===== src/rtl/irq_seq_pkg.sv =====
package irq_seq_pkg;
  parameter int NUM_HW = 3;
  localparam int VEC_W = $clog2(NUM_HW + 1);
endpackage


===== src/rtl/irq_pend_bank.sv =====
module irq_pend_bank #(
  parameter int N = 3
) (
  input  logic         clk,
  input  logic         rst_n,
  input  logic [N-1:0] req,
  input  logic [N-1:0] clr,
  input  logic         swi_fetch,
  input  logic         swi_take,
  output logic [N-1:0] pend,
  output logic [N-1:0] snap,
  output logic         swi_pend
);
  always_ff @(posedge clk or negedge rst_n) begin
    if (!rst_n) begin
      pend     <= '0;
      snap     <= '0;
      swi_pend <= 1'b0;
    end else begin
      pend <= (pend & ~clr) | req;
      if (swi_fetch && !swi_pend) begin
        swi_pend <= 1'b1;
        snap     <= pend;
      end else if (swi_take) begin
        swi_pend <= 1'b0;
        snap     <= '0;
      end else begin
        snap <= snap & ~clr;
      end
    end
  end
endmodule


===== src/rtl/irq_pick.sv =====
module irq_pick #(
  parameter int N  = 3,
  parameter int VW = 2
) (
  input  logic [N-1:0]  pend,
  input  logic [N-1:0]  snap,
  input  logic [N-1:0]  en,
  input  logic          swi_pend,
  input  logic          imask,
  input  logic          inhibit,
  input  logic          boundary,
  output logic          fire,
  output logic          swi_take,
  output logic [N-1:0]  hw_clr,
  output logic [VW-1:0] pick_vec
);
  logic [N-1:0] cand;
  logic [N-1:0] order_ok;
  logic         hw_any;

  assign order_ok = swi_pend ? snap : {N{1'b1}};
  assign cand     = pend & en & order_ok & {N{~imask}};
  assign hw_any   = |cand;

  always_comb begin
    hw_clr   = '0;
    pick_vec = '0;
    for (int i = N - 1; i >= 0; i--) begin
      if (cand[i]) begin
        hw_clr   = '0;
        hw_clr[i] = 1'b1;
        pick_vec = VW'(i + 1);
      end
    end
    if (!(boundary && !inhibit && hw_any)) hw_clr = '0;
  end

  assign swi_take = boundary && !inhibit && !hw_any && swi_pend;
  assign fire     = boundary && !inhibit && (hw_any || swi_pend);
endmodule


===== src/rtl/irq_mask_ctl.sv =====
module irq_mask_ctl #(
  parameter int N = 3
) (
  input  logic         clk,
  input  logic         rst_n,
  input  logic         enter,
  input  logic         rti_done,
  input  logic         rti_mask,
  input  logic         mask_clr,
  input  logic         inhibit_clr,
  input  logic         en_wr,
  input  logic [N-1:0] en_wdata,
  output logic         imask,
  output logic         inhibit,
  output logic [N-1:0] en
);
  always_ff @(posedge clk or negedge rst_n) begin
    if (!rst_n) begin
      imask   <= 1'b1;
      inhibit <= 1'b1;
      en      <= '0;
    end else begin
      if (enter)         imask <= 1'b1;
      else if (rti_done) imask <= rti_mask;
      else if (mask_clr) imask <= 1'b0;
      if (inhibit_clr) inhibit <= 1'b0;
      if (en_wr)       en <= en_wdata;
    end
  end
endmodule


===== src/rtl/irq_sequencer.sv =====
module irq_sequencer #(
  parameter int N_HW = irq_seq_pkg::NUM_HW,
  localparam int VW  = $clog2(N_HW + 1)
) (
  input  logic            clk,
  input  logic            rst_n,
  input  logic [N_HW-1:0] hw_req,
  input  logic            en_wr,
  input  logic [N_HW-1:0] en_wdata,
  input  logic            mask_clr,
  input  logic            inhibit_clr,
  input  logic            insn_done,
  input  logic            swi_fetch,
  input  logic            rti_done,
  input  logic            rti_mask,
  output logic            take,
  output logic [VW-1:0]   vec,
  output logic            imask,
  output logic            inhibit
);
  logic [N_HW-1:0] pend, snap, en, hw_clr;
  logic            swi_pend, swi_take, fire;
  logic [VW-1:0]   pick_vec;

  irq_pend_bank #(.N(N_HW)) u_pend (
    .clk(clk), .rst_n(rst_n), .req(hw_req), .clr(hw_clr),
    .swi_fetch(swi_fetch), .swi_take(swi_take),
    .pend(pend), .snap(snap), .swi_pend(swi_pend)
  );

  irq_pick #(.N(N_HW), .VW(VW)) u_pick (
    .pend(pend), .snap(snap), .en(en), .swi_pend(swi_pend),
    .imask(imask), .inhibit(inhibit), .boundary(insn_done),
    .fire(fire), .swi_take(swi_take), .hw_clr(hw_clr), .pick_vec(pick_vec)
  );

  irq_mask_ctl #(.N(N_HW)) u_mask (
    .clk(clk), .rst_n(rst_n), .enter(fire), .rti_done(rti_done),
    .rti_mask(rti_mask), .mask_clr(mask_clr), .inhibit_clr(inhibit_clr),
    .en_wr(en_wr), .en_wdata(en_wdata),
    .imask(imask), .inhibit(inhibit), .en(en)
  );

  always_ff @(posedge clk or negedge rst_n) begin
    if (!rst_n) begin
      take <= 1'b0;
      vec  <= '0;
    end else begin
      take <= fire;
      if (fire) vec <= pick_vec;
    end
  end
endmodule


===== config.mk =====
export PLATFORM = sky130hd
export DESIGN_NAME = irq_sequencer
export DESIGN_NICKNAME = d
export VERILOG_FILES = /design/src/rtl/irq_seq_pkg.sv /design/src/rtl/irq_pend_bank.sv /design/src/rtl/irq_pick.sv /design/src/rtl/irq_mask_ctl.sv /design/src/rtl/irq_sequencer.sv
export SDC_FILE = /design/constraint.sdc
export NUM_CORES = 1
export LEC_CHECK = 0
export ABC_CLOCK_PERIOD_IN_PS = 2150
export BUFFER_PORTS_ARGS = -buffer_cell sky130_fd_sc_hd__buf_2
export CAP_MARGIN = 15
export CORE_MARGIN = 2
export CORE_UTILIZATION = 30
export DETAILED_ROUTE_END_ITERATION = 6
export SYNTH_ARGS = -nofsm -noshare
export SYNTH_HDL_FRONTEND = slang
export SYNTH_SLANG_ARGS = --single-unit

===== constraint.sdc =====
create_clock -name clk -period 2.15 [get_ports clk]
set_input_delay 0.215 -clock clk [delete_from_list [all_inputs] [get_ports clk]]
set_output_delay 0.215 -clock clk [all_outputs]
set_load 0.01 [all_outputs]

Word-level counts from Yosys, hierarchy flattened
Index checks and enable logic that the tools add are counted.
{"block": "word_totals", "ff_bits": 15, "elab_cells": 44, "output_inout_bits": 5, "in_bits": 15}
{"block": "classes", "n_reduce_logical": 13, "mux": 15, "bitwise_logic": 8}
{"cell": "$mux W3", "n": 7}
{"cell": "$and A3 B3 Y3", "n": 5}
{"cell": "$logic_and A1 B1 Y1", "n": 6}
{"cell": "$mux W2", "n": 3}
{"cell": "$mux W1", "n": 5}
{"cell": "$logic_not A1 Y1", "n": 3}
{"cell": "$not A3 Y3", "n": 1}
{"cell": "$or A3 B3 Y3", "n": 1}
{"cell": "$reduce_bool A3 Y1", "n": 1}
{"cell": "$reduce_or A3 Y1", "n": 1}
{"cell": "$reduce_bool A2 Y1", "n": 1}
{"cell": "$logic_or A1 B1 Y1", "n": 1}
{"cell": "$not A1 Y1", "n": 1}

Logic depth before layout (Yosys ltp)
{"block": "depth", "ltp_word": 11, "depth_mapped": 4, "ltp_nobuf": 4}

By module
A second synthesis with hierarchy kept.
{"block": "hier_totals", "hier_cells": 59, "hier_area_um2": 733.2}
{"mod": "irq_pend_bank", "cells_per_inst": 22, "seq_area_each_um2": 175.2, "instances": 1, "area_each_um2": 299.0}
{"mod": "irq_mask_ctl", "cells_per_inst": 11, "seq_area_each_um2": 127.6, "instances": 1, "area_each_um2": 181.4}
{"mod": "irq_pick", "cells_per_inst": 21, "seq_area_each_um2": 0.0, "instances": 1, "area_each_um2": 155.1}
{"mod": "irq_sequencer", "cells_per_inst": 5, "seq_area_each_um2": 75.1, "instances": 1, "area_each_um2": 97.6}

Worst setup path before layout
Ideal clock, no wire load.
{"block": "synth_timing", "kind": "register -> register", "startpoint": "register u_pend.swi_pend", "endpoint": "register u_pend.snap[2]", "arrival_time_ps": 1435, "required_ps": 2028, "path_stages_with_launch": 5, "setup_time_ps": 122, "synth_period_minus_slack_ps": 1556, "n_path_buf": 0, "path_slack_ps": 594, "cell_sequence": "dfrtp_1 nand2b_1 nand3_2 or4b_1 a32o_1"}
{"block": "synth_via", "elab_chain_len": 11, "word_cells_on_any_way": 18, "classes_between": "mux: 7; bitwise: 4; reduce/logical: 7"}
{"item": "from (decl)", "line": "irq_pend_bank.sv:12", "source": "output logic swi_pend"}
{"item": "from (signal assigned)", "line": "irq_pend_bank.sv:18", "source": "swi_pend <= 1'b0;"}
{"item": "from (signal assigned)", "line": "irq_pend_bank.sv:22", "source": "swi_pend <= 1'b1;"}
{"item": "from (signal assigned)", "line": "irq_pend_bank.sv:25", "source": "swi_pend <= 1'b0;"}
{"item": "$mux W3", "line": "irq_pick.sv:21", "source": "assign order_ok = swi_pend ? snap : {N{1'b1}};"}
{"item": "$and A3 B3 Y3 (2 in series)", "line": "irq_pick.sv:22", "source": "assign cand = pend & en & order_ok & {N{~imask}};"}
{"item": "$mux W3 (3 in series)", "line": "irq_pick.sv:29", "source": "if (cand[i]) begin"}
{"item": "$mux W3", "line": "irq_pick.sv:35", "source": "if (!(boundary && !inhibit && hw_any)) hw_clr = '0;"}
{"item": "$not A3 Y3", "line": "irq_pend_bank.sv:28", "source": "snap <= snap & ~clr;"}
{"item": "$and A3 B3 Y3", "line": "irq_pend_bank.sv:28"}
{"item": "$mux W3", "line": "irq_pend_bank.sv:24", "source": "end else if (swi_take) begin"}
{"item": "$mux W3 (*)", "line": "irq_pend_bank.sv:21", "source": "if (swi_fetch && !swi_pend) begin"}
{"item": "to (signal assigned)", "line": "irq_pend_bank.sv:23", "source": "snap <= pend;"}
{"item": "to (signal assigned)", "line": "irq_pend_bank.sv:28"}
{"item": "to (decl)", "line": "irq_pend_bank.sv:11", "source": "output logic [N-1:0] snap,"}
Mark *: on every way between the ends. The rest lies on a longest branch, timed or not.
A chain may end at the register's enable or synchronous reset.

Final worst setup path
Ends and elaborated chain as after synthesis.

==> impl_metrics.toml <==
[drt]
drt_iter0_markers = 13
antenna_left = 0
remaining_drc_errors = 0
routedWlPerCell_um = 12.8
avgViaCountPerCell = 5.14
wirelength_mm = 1.37
via_count = 550
dr.pass1.iters = 4

[yosys]
avgSynthCellArea_um2 = 12.3
yosysSeqAreaShare_pct = 56.0
synthTopCellsByArea = "dfrtp_1 48%, dfstp_2 7.8%, mux2_2 6.7%"
netlist_top_cells_count = "13 x dfrtp_1, 4 x mux2_2"
synth_most_common_cell = "dfrtp_1"
synth.top_cell.area_share_pct = 48.2
synth_flop_cell = "dfrtp_1"
synth.distinct_cells = 27
yosysTopAreaCell = "dfrtp_1"
netlist_area_um2 = 674
synth-edff-count = 0
async_flop_share_pct = 100
synthCells = 55
ys_warn_count = 0
ys_seq_elements = 15
synth_nets = 70

[finish]
fill_cells = 245
diodes = 0
final_area_um2 = 841
final_layout_size_suffix_gt1_share_pct = 40.5
nets = 95
area_growth_pct = 24.7

[placed_design]
hpwl_mm = 1.11
gp_congestion = 0.821
place_area_um2 = 805
port_buffers = 19

[clocking]
path_clk_slew_ns = 0.09
cts_resized = 0
insertion_delay_ns = 0.27
cts_inserted_buffers = 3
clk_path_buf_depth = 2
htreeDepth = 1
root_buffer = "clkbuf_4"
cts_tree = "built"
cts_num_sinks = 15

[floorplan]
die_x_um = 51.4
num_rows = 17
start_util_pct = 31.1
core_area_um2 = 2170
io_pins = 20
die_area_um2 = 2640
die_y_um = 51.4

[power_and_ir_drop]
power_density_nw_per_um2 = 1020
leakagePower_nw = 0.378
peakVddDrop_uv = 539

[critical_path]
required_ns = 2.32
critPathKind = "reg -> reg"
end_kind = "register"
cp_max_fo = 8
arrival_ns = 1.84
startpoint = "u_pend.swi_pend"
r2r_start = "u_pend.swi_pend"
crit_path_start_kind = "register"

[global_route]
grt_util_all_layers_pct = 12.1
grt_pass1_vias = 549
antenna_found_initial = 0
grt_overflow = 0
grt_pass1_wl_mm = 2.35
grt_max_degree = 16

[timing]
hold_violations = 0
rsz0062_at_grt = "false"
slew_viol_final = 0
max_freq_ghz = 0.600
clock_skew_ns = 0.000568
maxSlewHeadroom_pct = 66.4
setup_viol_count_final = 0
finalCriticalPeriod_ns = 1.67
worst_pin_slew_ns = 0.501
finalSetupTns_ns = 0
finalCritPeriodShare_pct = 77.6

[job]
drv_cap = 0

[hold_path]
hold_class = "in -> reg"
holdCritStartpoint = "inhibit_clr"

[status]
status = "finished clean"
## kinds of logic (layout without fill, tap and decap cells)
logic type / Yosys count / after routing / synth area share [%]
buf+inv: 3 / 27 / 1.67
mux: 4 / 4 / 6.68
simple gates: 14 / 14 / 13.2
compound gates: 19 / 19 / 22.4
flops: 15 / 15 / 56.0
## area by class of cell
| cell class | instances | area, um2 | share of cell area, % |
|---|---|---|---|
| well taps | 28 | 35.0 | 4.17 |
| clock buffers | 4 | 26.3 | 3.13 |
| flip-flops and latches | 15 | 378 | 44.9 |
| repair buffers | 20 | 105 | 12.5 |
| multi-input cells | 37 | 285 | 33.9 |
| inverters | 3 | 11.3 | 1.34 |
## where the power goes
| part | total [mW] | internal, mW | switching [mW] |
|---|---|---|---|
| combinational | 0.276 | 0.135 | 0.141 |
| sequential | 0.426 | 0.361 | 0.0654 |
| clock | 0.158 | 0.0718 | 0.0859 |
| total | 0.860 | 0.567 | 0.293 |
## critical path: stages, from the launching register on
cell and delay [ns]:
dfrtp_1 0.47, nand2b_1 0.15, nand3_2 0.11, or4b_1 0.56
a32o_1 0.27
## per-stage QoR
stage | hold slack, ns | setup WS (ns) | power (mW) | cells | util, %
5_1_grt | 0.0240 | 0.392 | 0.923 | 107 | 38.8
2_1_floorplan | -0.0806 | 0.594 | 0.610 | 55 | -
3_3_place_gp | 0.137 | 0.555 | 0.705 | 102 | 37.1
3_5_place_dp | 0.137 | 0.489 | 0.708 | 102 | 37.1
4_1_cts | 0.0346 | 0.480 | 0.869 | 107 | 38.8
6_report | 0.0416 | 0.482 | 0.860 | 107 | 38.8
## placed cells by master, fill, tap and decap left out, drive strengths merged
master       instances
a21o                 3
o31ai                1
a211o                1
dfrtp               13
dfstp                2
clkbuf               4
nor2                 1
o311a                1
nand2                2
a32o                 3
o2111ai              1
nor2b                4
mux2                 4
inv                  3
a31oi                3
dlygate4sd3          1
nand2b               2
buf                 19
a211oi               1
o21ai                1
nor3                 1
and2                 1
nand3                1
or4b                 1
o211ai               1
or3                  1
a41o                 1
a21oi                2
## registers in the layout, summed over array words and instances (netlist names)
name	cells
u_mask.en	3
vec	2
u_pend.pend	3
u_mask.imask	1
u_pend.swi_pend	1
take	1
u_mask.inhibit	1
u_pend.snap	3
## path summary, 6_finish.rpt
path,slack [ns],cells past startpoint,end
min in group asynchronous,0.36,2,vec[1]
hold / removal,0.04,2,u_mask.inhibit
max in group asynchronous,1.49,2,u_mask.imask
setup / recovery,0.48,4,u_pend.snap[2]
hold reg to reg,0.50,1,u_mask.inhibit
setup reg to reg,0.48,4,u_pend.snap[2]
## per-layer routing
| layer | up-vias | part of all wire, % | global-route usage [%] |
|---|---|---|---|
| met4 | 0 | 0.87 | 6.58 |
| met2 | 13 | 52 | 20.1 |
| met5 | - | 0 | 0 |
| met3 | 2 | 3.8 | 1.75 |
| li1 | 259 | - | - |
| met1 | 276 | 44 | 14.9 |
## what timing repair did
item	4_1_cts	5_1_grt
hold buffers	1	0
setup buffers	0	0
endpoints found under the hold margin	13	0
(Power assumes the default switching activity.)
